--- src/rtl/can_destuff_pkg.sv ---
package can_destuff_pkg;

  // Per-bit decision handed from control to datapath.
  typedef struct packed {
    logic take;    // a raw bit is consumed this cycle
    logic sof;     // it is a start-of-frame bit
    logic fwd;     // forward it as a frame bit
    logic stuff;   // drop it as a stuff bit
    logic err;     // six equal bits in stuffed region
    logic bitVal;  // raw bit value
  } strobe_t;

endpackage

--- src/rtl/can_destuff_ctrl.sv ---
module can_destuff_ctrl
  import can_destuff_pkg::*;
#(
  parameter int STUFF_LEN = 5
) (
  input  logic    clk,
  input  logic    rst_n,
  input  logic    rawValid,
  input  logic    rawBit,
  input  logic    sofIn,
  input  logic    stuffEn,
  output strobe_t strobes
);

  localparam int RUN_W = $clog2(STUFF_LEN + 1);
  localparam logic [RUN_W-1:0] RUN_FULL = RUN_W'(STUFF_LEN);

  logic             lastBit;
  logic [RUN_W-1:0] runLen;
  logic             runFull;
  logic             sameBit;
  logic             stuffHit;
  logic             errHit;
  logic [RUN_W-1:0] runNext;

  assign runFull  = (runLen == RUN_FULL);
  assign sameBit  = (rawBit == lastBit) && (runLen != '0);
  assign stuffHit = rawValid && !sofIn && stuffEn && runFull && !sameBit;
  assign errHit   = rawValid && !sofIn && stuffEn && runFull && sameBit;

  always_comb begin
    if (sofIn)            runNext = RUN_W'(1);
    else if (!sameBit)    runNext = RUN_W'(1);
    else if (runFull)     runNext = runLen;
    else                  runNext = runLen + RUN_W'(1);
  end

  always_comb begin
    strobes.take   = rawValid;
    strobes.sof    = rawValid && sofIn;
    strobes.stuff  = stuffHit;
    strobes.fwd    = rawValid && !stuffHit;
    strobes.err    = errHit;
    strobes.bitVal = rawBit;
  end

  // Raw history: stuff bits included.
  always_ff @(posedge clk or negedge rst_n) begin
    if (!rst_n) begin
      lastBit <= 1'b0;
      runLen  <= '0;
    end else if (rawValid) begin
      lastBit <= rawBit;
      runLen  <= runNext;
    end
  end

  AST_STUFF_OPPOSITE: assert property (@(posedge clk) disable iff (!rst_n)
    strobes.stuff |-> (rawBit != lastBit) && stuffEn) else $error("stuff");
  AST_ERR_NEEDS_EN: assert property (@(posedge clk) disable iff (!rst_n)
    strobes.err |-> stuffEn && !sofIn) else $error("err");
  AST_SOF_RESTARTS: assert property (@(posedge clk) disable iff (!rst_n)
    (rawValid && sofIn) |=> (runLen == RUN_W'(1))) else $error("sof");

endmodule

--- src/rtl/can_destuff_dp.sv ---
module can_destuff_dp
  import can_destuff_pkg::*;
#(
  parameter int CNT_W = 8
) (
  input  logic             clk,
  input  logic             rst_n,
  input  strobe_t          strobes,
  output logic             frmValid,
  output logic             frmBit,
  output logic             stuffSeen,
  output logic             stuffErr,
  output logic [CNT_W-1:0] rawIdx,
  output logic [CNT_W-1:0] frmIdx
);

  localparam logic [CNT_W-1:0] CNT_MAX = '1;

  always_ff @(posedge clk or negedge rst_n) begin
    if (!rst_n) begin
      frmValid  <= 1'b0;
      frmBit    <= 1'b0;
      stuffSeen <= 1'b0;
      stuffErr  <= 1'b0;
      rawIdx    <= '0;
      frmIdx    <= '0;
    end else begin
      frmValid  <= strobes.fwd;
      stuffSeen <= strobes.stuff;
      stuffErr  <= strobes.err;
      if (strobes.fwd) frmBit <= strobes.bitVal;
      if (strobes.sof) begin
        rawIdx <= '0;
        frmIdx <= '0;
      end else if (strobes.take) begin
        if (rawIdx != CNT_MAX) rawIdx <= rawIdx + 1'b1;
        if (strobes.fwd && frmIdx != CNT_MAX) frmIdx <= frmIdx + 1'b1;
      end
    end
  end

  AST_ONE_OUTCOME: assert property (@(posedge clk) disable iff (!rst_n)
    !(frmValid && stuffSeen)) else $error("both");
  AST_STUFF_HOLDS_IDX: assert property (@(posedge clk) disable iff (!rst_n)
    stuffSeen |-> $stable(frmIdx)) else $error("idx");
  AST_ERR_FORWARDED: assert property (@(posedge clk) disable iff (!rst_n)
    stuffErr |-> frmValid) else $error("errfwd");

endmodule

--- src/rtl/can_destuff.sv ---
module can_destuff
  import can_destuff_pkg::*;
#(
  parameter int STUFF_LEN = 5,
  parameter int CNT_W     = 8
) (
  input  logic             clk,
  input  logic             rst_n,
  input  logic             rawValid,
  input  logic             rawBit,
  input  logic             sofIn,
  input  logic             stuffEn,
  output logic             frmValid,
  output logic             frmBit,
  output logic             stuffSeen,
  output logic             stuffErr,
  output logic [CNT_W-1:0] rawIdx,
  output logic [CNT_W-1:0] frmIdx
);

  strobe_t strobes;

  can_destuff_ctrl #(.STUFF_LEN(STUFF_LEN)) ctrl_i (
    .clk(clk), .rst_n(rst_n), .rawValid(rawValid), .rawBit(rawBit),
    .sofIn(sofIn), .stuffEn(stuffEn), .strobes(strobes)
  );

  can_destuff_dp #(.CNT_W(CNT_W)) dp_i (
    .clk(clk), .rst_n(rst_n), .strobes(strobes),
    .frmValid(frmValid), .frmBit(frmBit), .stuffSeen(stuffSeen),
    .stuffErr(stuffErr), .rawIdx(rawIdx), .frmIdx(frmIdx)
  );

  AST_OUT_NEEDS_IN: assert property (@(posedge clk) disable iff (!rst_n)
    !rawValid |=> !frmValid && !stuffSeen) else $error("noin");
  AST_IN_GIVES_OUT: assert property (@(posedge clk) disable iff (!rst_n)
    rawValid |=> frmValid || stuffSeen) else $error("lost");
  AST_SOF_IDX_ZERO: assert property (@(posedge clk) disable iff (!rst_n)
    (rawValid && sofIn) |=> (rawIdx == '0) && (frmIdx == '0) && frmValid) else $error("sofidx");

endmodule

--- config.mk ---
export PLATFORM = sky130hd
export DESIGN_NAME = can_destuff
export DESIGN_NICKNAME = d
export VERILOG_FILES = /design/src/rtl/can_destuff_pkg.sv /design/src/rtl/can_destuff_ctrl.sv /design/src/rtl/can_destuff_dp.sv /design/src/rtl/can_destuff.sv
export SDC_FILE = /design/constraint.sdc
export NUM_CORES = 1
export LEC_CHECK = 0
export BUFFER_PORTS_ARGS = -buffer_cell sky130_fd_sc_hd__buf_2
export CAP_MARGIN = 5
export CORE_MARGIN = 3
export CORE_UTILIZATION = 56
export CTS_BUF_LIST = sky130_fd_sc_hd__clkbuf_4
export DETAILED_ROUTE_END_ITERATION = 16
export GPL_ROUTABILITY_DRIVEN = 1
export GPL_TIMING_DRIVEN = 0
export PLACE_DENSITY = 0.9
export SLEW_MARGIN = 20
export SYNTH_ARGS = -nofsm -noshare
export SYNTH_HDL_FRONTEND = slang
export SYNTH_HIERARCHICAL = 1
export SYNTH_SLANG_ARGS = --single-unit
--- constraint.sdc ---
create_clock -name clk -period 2.3 [get_ports clk]
set_input_delay 0 -clock clk [delete_from_list [all_inputs] [get_ports clk]]
set_output_delay 0 -clock clk [all_outputs]
set_load 0.01 [all_outputs]
Word level (Yosys, flattened, before mapping). Index checks and enable logic that the tools add are counted.

Equality and inequality tests: 5. Reduce and logical (&&, ||, !) cells: 19. Order comparisons: 0. Multiplexer cells: 9. Bitwise operators: 0. Shift operators: 0. Add/subtract/negate cells: 3. Divide/modulo/power cells: 0. Multipliers: 0.

Operators with widths (number): $mux 8 (6); $add 8x1->8 const B (2); $ne 8x8->1 const B (2); $logic_and 1x1->1 (9); $mux 3 (3); $reduce_and 2->1 (3); $reduce_bool 2->1 (3); $add 3x1->3 const B (1); $eq 3x3->1 const B (1); $logic_not 1->1 (3); $ne 3x3->1 const B (1); $reduce_bool 3->1 (1); $eq 1x1->1 (1).

Register bits: 24. Memories: 0. Memory bits (writable): 0. Logic and storage cells: 44. Bits in latches: 0. Memory bits (read-only): 0. Input port bits: 6.

Depth between registers and ports, before layout. Gate-level depths: netlist of the first run.

Depth in word-level cells: 11. Gate-level depth with buffers: 9.

Cells and area by module. Netlist of the first run, hierarchy kept.

By module, submodules not included: can_destuff_dp (area an instance 996.0 um2, cells each 91, times used 1); can_destuff_ctrl (area an instance 349.1 um2, cells each 32, times used 1).

Worst setup path after synthesis of the first run. OpenSTA, ideal clock, no wires.

Path kind: reg2reg. Start point: register ctrl_i.runLen[0]. End point: register dp_i.frmIdx[5]. Arrival time: 1.684 ns. Required time: 2.223 ns. Stages on the path, launching flop included: 9. Path slack: 0.538 ns. Setup time: 0.077 ns. Clock period less this slack: 1.762 ns. Path through: dfrtp_1 > ha_1 > nand2_1 > nor4b_4 > nor2b_1 > and2_4 > o21ai_4 > or3_1 > a21oi_1.

RTL lines: start, declared (line can_destuff_ctrl.sv:19) `logic [RUN_W-1:0] runLen;`; start signal, assigned (line can_destuff_ctrl.sv:54) `runLen <= runNext;`; end signal, assigned (line can_destuff_dp.sv:37) `if (strobes.fwd && frmIdx != CNT_MAX) frmIdx <= frmIdx + 1'b1;`; end, declared (line can_destuff_dp.sv:14) `output logic [CNT_W-1:0] frmIdx`.

==> metrics.cfg, run 1 <==
[die]
die_x_um = 55.0
dieArea_mm2 = 0.00303
die_y_um = 55.0
start_util_pct = 59.7
io_pins = 26
num_rows = 17
core_region_area_mm2 = 0.00225

[power]
p_per_area_mw_per_mm2 = 588
ir_worst_vdd_mv = 0.415
pwr-share-seq_pct = 56.2
p_clk_share_pct = 19.3
power.total_mw = 0.910
p_sw_share_pct = 31.2
power_switching_mw = 0.284
power_frac_comb_pct = 24.5
p_leak_nw = 0.761
p_int_mw = 0.626

[global_routing]
grt_pass1_vias = 866
top_usage_layer = met2
grt_max_degree = 25
grt_use_met1_pct = 24.6
grt_use_met3_pct = 3.22
grt_pass1_wl_mm = 3.94
grt_use_met2_pct = 28.3
antenna_found_initial = 0
grt_overflow = 0
track_usage_pct = 18.6

[synthesis]
async_reset_ff_share_pct = 100
synth.area.top_cells = dfrtp_1, ha_1, mux2i_1, nor2_1, xor2_1
syn_area_per_cell_um2 = 10.9
synthCells = 123
synth_nets = 134
synth_top_area_cell = dfrtp_1
ys_seq_area_share_pct = 44.7
synth_cell_types = 42
syn-cell-area_mm2 = 0.00135
synth_top_area_share_pct = 44.7
yosys_register_bits = 24
synth_edf_count = 0
synth-main-ff-cell = dfrtp_1
ys.warnings.count = 6

[critical_path]
crit_required_ps = 2520
crit_end = dp_i/frmIdx[5]
reg2regPathDepth = 9
worst_setup_path_start_kind = flip-flop
critPathArrivalTime_ps = 2240
cp-end-kind = flip-flop
worstPathMaxFanout = 6
timing.rr.start = ctrl_i/runLen[1]
reg2reg_to = dp_i/frmIdx[5]
criticalPathCategory = reg2reg
r2r_slack_ps = 280
cp-startpoint = ctrl_i/runLen[1]

[job]
timing.max_cap.violations = 0

[placed_design]
place.gp.congestion = 0.786
dp_hpwl_mm = 1.93
portBuffers = 25

[timing]
fin_crit_sh_pct = 87.6
final_hold_viol_count = 0
relSlewSlack_pct = 64.2
layout_min_cycle_time_ps = 2020
finalSetupTns_ps = 0
drv_slew = 0
rsz0062_at_grt = false
setup_viol = 0
tightest_slew_ps = 537
finClkSkew_ps = 6.71
fmax_mhz = 496

[detailed_routing]
drt-initial-drc-count = 10
ant_nets = 0
routed_wl_mm = 2.55
wl_per_cell_um = 14.1
drc = 0
drt_first_pass_iters = 4
vias = 1015
vias_per_cell = 5.61

[finish]
drive_gt1_share_pct = 30.1
final_nets = 166
diodes = 0
area_growth_pct = 15.1

[min_path]
hold_path_class = in2reg
hold_start = rawValid

[clock_tree]
cts_tree = yes
post_cts_resized = 0
clock_latency_ps = 300
cts_made_buffers = 3
htreeDepth = 1
cts-root-buf = clkbuf_4
clock_path_buffers = 2
cts_sinks = 24
path_clk_slew_ps = 110

[run_status]
outcome = completed

## layout make-up
cell class | count | area (um2)
fill | 185 | 707
multi-input combinational | 87 | 678
sequential | 24 | 601
timing repair buffer | 27 | 145
buffer | 6 | 43.8
tap | 28 | 35.0
clock buffer | 3 | 22.5
inverter | 6 | 22.5
## cell usage after synthesis, drive strengths merged (2+ instances only)
cell    count
a211oi      2
a21oi       4
a311oi      2
and2        5
and3        4
buf         4
dfrtp      24
ha          5
inv         6
mux2        2
mux2i       6
nand2       4
nand2b      2
nand3       4
nand4       3
nor2       12
nor2b       4
nor3        3
o211ai      2
o21ai       3
o31ai       2
xnor2       3
xor2        5
## routing by layer
layer,vias to the layer above,wire [um]
li1,501,-
met3,6,104
met4,0,64
met5,-,0
met2,22,1200
met1,486,1180
## power by group through the flow
| stage | registers, mW | logic, mW | clock network, mW |
|---|---|---|---|
| 5_1_grt | 0.519 | 0.251 | 0.199 |
| 4_1_cts | 0.511 | 0.225 | 0.181 |
| 3_5_place_dp | 0.519 | 0.221 | 0 |
| 2_1_floorplan | 0.529 | 0.127 | 0 |
| 6_report | 0.512 | 0.222 | 0.176 |
| 3_3_place_gp | 0.515 | 0.209 | 0 |
## flip-flops by register name (all words and copies together) (netlist names)
register	flops
dp_i/rawIdx	8
dp_i/frmIdx	8
ctrl_i/runLen	3
dp_i/frmBit	1
dp_i/stuffSeen	1
dp_i/frmValid	1
dp_i/stuffErr	1
ctrl_i/lastBit	1
## cell families after synthesis
logic type	count (synthesis)	share of synthesized area, %
adders and majority gates	5	4.65
xor gates and xnor gates	8	5.77
and+or+nand+nor	46	21.7
muxes	8	6.14
AOI/OAI and AO/OA	20	12.2
buffers and inverters	12	4.93
DFF	24	44.7
## metrics by stage
step	setup WS, ps	hold slack (ps)	cell area (um2)	cells	utilization, %
2_1_floorplan	538	-296	1350	123	-
3_3_place_gp	427	3.12	1510	176	66.8
3_5_place_dp	311	13.0	1510	176	66.8
4_1_cts	278	37.8	1550	181	68.6
5_1_grt	141	46.0	1550	181	68.6
6_report	285	46.3	1550	181	68.6
## repair_timing
item,4_1_cts,5_1_grt
hold buffers,2,0
setup buffers,0,0
endpoints found under the hold margin,25,0
## worst min path at each step
stage | to | cells after the start
2_1_floorplan | ctrl_i/lastBit | 0
3_3_place_gp | dp_i/stuffSeen | 1
3_5_place_dp | dp_i/stuffErr | 1
4_1_cts | ctrl_i/lastBit | 2
5_1_grt | dp_i/frmValid | 2
6_report | ctrl_i/lastBit | 2
## critical path, stage by stage, from the launching register on
cell and delay, ps:
dfrtp_1 400, inv_1 70, ha_1 230, nand2_1 140, nor4b_4 60, nor2b_1 210
and2_4 230, o21ai_4 80, or3_1 340, a21oi_1 180
## cells in the final DEF (no fill, tap or decap), types with 4 or more instances in the layout
master,count
buf_2,25
dfrtp_1,24
nor2_1,12
inv_1,6
mux2i_1,6
ha_1,5
nand2_1,4
nor2b_1,4
buf_4,4
nand3_1,4
xor2_1,4
a21oi_1,4
Note: power is estimated with default switching activity, not from simulation.
==> run 2: changes to the inputs <==
BUFFER_PORTS_ARGS = unset   (was -buffer_cell sky130_fd_sc_hd__buf_2)
CELL_PAD_IN_SITES_DETAIL_PLACEMENT = 1   (was unset)
CELL_PAD_IN_SITES_GLOBAL_PLACEMENT = 1   (was unset)
CORE_UTILIZATION = 51   (was 56)
DONT_BUFFER_PORTS = 1   (was unset)
REMOVE_ABC_BUFFERS = 1   (was unset)
==> run 2 against run 1 <==
- sequential cell count is the same
- wire length grew 13%
- power shrank 1.7%
- clock skew shrank 1.4 ps
- global-route usage grew 0.28 points
- core utilization shrank 7.8 points
- sequential share of layout area grew 3.0 points
- sequential power grew 4.7%
- critical path depth is the same
- maximum frequency grew 0.56%
==> metrics.cfg, run 2 (synthesis gave the netlist of run 1 again) <==
[run_status]
outcome = completed

[clock_tree]
htreeDepth = 1
cts-root-buf = clkbuf_4
path_clk_slew_ps = 130
clock_latency_ps = 310
cts_sinks = 24
cts_tree = yes
cts_made_buffers = 3
clock_path_buffers = 2

[critical_path]
cp_num_buf_inv = 1
worst_setup_path_start_kind = flip-flop
critPathArrivalTime_ps = 2240
cp-end-kind = flip-flop
worstPathMaxFanout = 6
critical_path.top_delay_family = simple AND/OR/NAND/NOR gates
cpPeakStageDelay_ps = 400
cp_slowest_cell = dfrtp_1
crit_required_ps = 2530
criticalPathCategory = reg2reg
path_cells = inv_1, ha_1, nand2_1, nor4b_4, nor2b_1, and2_4, o21ai_4, or3_1, a21oi_1

[power]
p_sw_share_pct = 32.4
pwr-share-seq_pct = 60.0
p_per_area_mw_per_mm2 = 622
power_frac_comb_pct = 19.3
p_int_mw = 0.605
p_leak_nw = 0.640
power_switching_mw = 0.289
p_clk_share_pct = 20.7
ir_worst_vdd_mv = 0.429

[timing]
finClkSkew_ps = 5.30
final_hold_viol_count = 0
finalSetupTns_ps = 0
layout_min_cycle_time_ps = 2000
fin_crit_sh_pct = 87.1
relSlewSlack_pct = 57.0
fmax_mhz = 499
setup_viol = 0
drv_slew = 0
rsz0062_at_grt = false
tightest_slew_ps = 645

[finish]
post-route-util_pct = 60.9
drive_gt1_share_pct = 13.2
diodes = 0
largestRegisters = dp_i/frmIdx (8), dp_i/rawIdx (8), ctrl_i/runLen (3)
stdcell_count = 157
final_nets = 141
area_growth_pct = 6.88
final_common_cell = dfrtp_1
final_cell_mix = dfrtp_1, nor2_1, dlygate4sd3_1

[die]
die_y_um = 57.4
die_x_um = 57.4
num_rows = 17
core_region_area_mm2 = 0.00236
io_pins = 26
start_util_pct = 57.0
dieArea_mm2 = 0.00329

[global_routing]
antenna_found_initial = 0
grt_use_met3_pct = 5.66
grt_max_degree = 25
grt_overflow = 0
grt_pass1_vias = 1074
grt_use_met2_pct = 33.1
grt_use_met1_pct = 21.9
grt_pass1_wl_mm = 4.89
top_usage_layer = met2
track_usage_pct = 18.9

[detailed_routing]
routed_wl_mm = 2.90
drc = 0
vias = 984
wl_per_cell_um = 18.5
drt-initial-drc-count = 22
ant_nets = 0
vias_per_cell = 6.27
drt_first_pass_iters = 4

[job]
timing.max_cap.violations = 0

[placed_design]
portBuffers = 0
placed_cells_incl_taps = 145
dp_hpwl_mm = 2.05
place.gp.congestion = 0.771

[min_path]
hold_path_class = in2reg

## run 2: layout make-up
cell class | count | area (um2)
flip-flops and latches | 24 | 601
clock buffers | 3 | 22.5
repair buffers | 8 | 75.1
multi-input cells | 87 | 678
inverters | 6 | 22.5
fillers | 258 | 923
clock inverters | 1 | 3.75
well taps | 28 | 35.0
## run 2: per-layer routing
metal  wire length [um]  vias up
met5                  0        -
met4                 52        0
met3                163        6
met2               1500       37
met1               1180      494
li1                   -      447
## run 2: path summary, 6_finish.rpt
| check | depth (start not counted) | slack (ps) | start | endpoint |
|---|---|---|---|---|
| setup reg to reg | 9 | 300 | ctrl_i/runLen[1] | dp_i/frmIdx[5] |
| max in group asynchronous | 2 | 1780 | rst_n | dp_i/rawIdx[2] |
| hold / removal | 3 | 40 | rawValid | dp_i/rawIdx[2] |
| min in group asynchronous | 2 | 180 | rst_n | dp_i/frmIdx[2] |
| hold reg to reg | 1 | 560 | ctrl_i/runLen[1] | ctrl_i/runLen[1] |
| setup / recovery | 9 | 300 | ctrl_i/runLen[1] | dp_i/frmIdx[5] |
## run 2: repair_timing
item	in CTS	in global routing
setup buffers	0	0
hold buffers	6	2
resized for setup	0	0
hold endpoints to repair	37	25
## run 2: power groups by stage
stage | Clock, mW | Combinational [mW] | Sequential (mW)
after detailed placement | 0 | 0.152 | 0.545
final | 0.185 | 0.173 | 0.536
after floorplan | 0 | 0.122 | 0.529
after CTS | 0.191 | 0.172 | 0.537
after global routing | 0.207 | 0.199 | 0.546
after global placement | 0 | 0.135 | 0.541
## run 2: per-stage QoR
step	setup slack [ps]	hold WS, ps	power (mW)	cell area, um2
after detailed placement	327	-295	0.697	1340
after floorplan	536	-296	0.651	1300
after global routing	95.0	52.1	0.952	1440
after CTS	287	7.68	0.900	1420
final	296	43.5	0.894	1440
after global placement	404	-295	0.677	1340
## run 2: worst register-to-register path: stages, from the launching register on
cell and delay (ps):
dfrtp_1 400, inv_1 70, ha_1 220, nand2_1 140, nor4b_4 60, nor2b_1 220, and2_4 230, o21ai_4 80
or3_1 340, a21oi_1 150
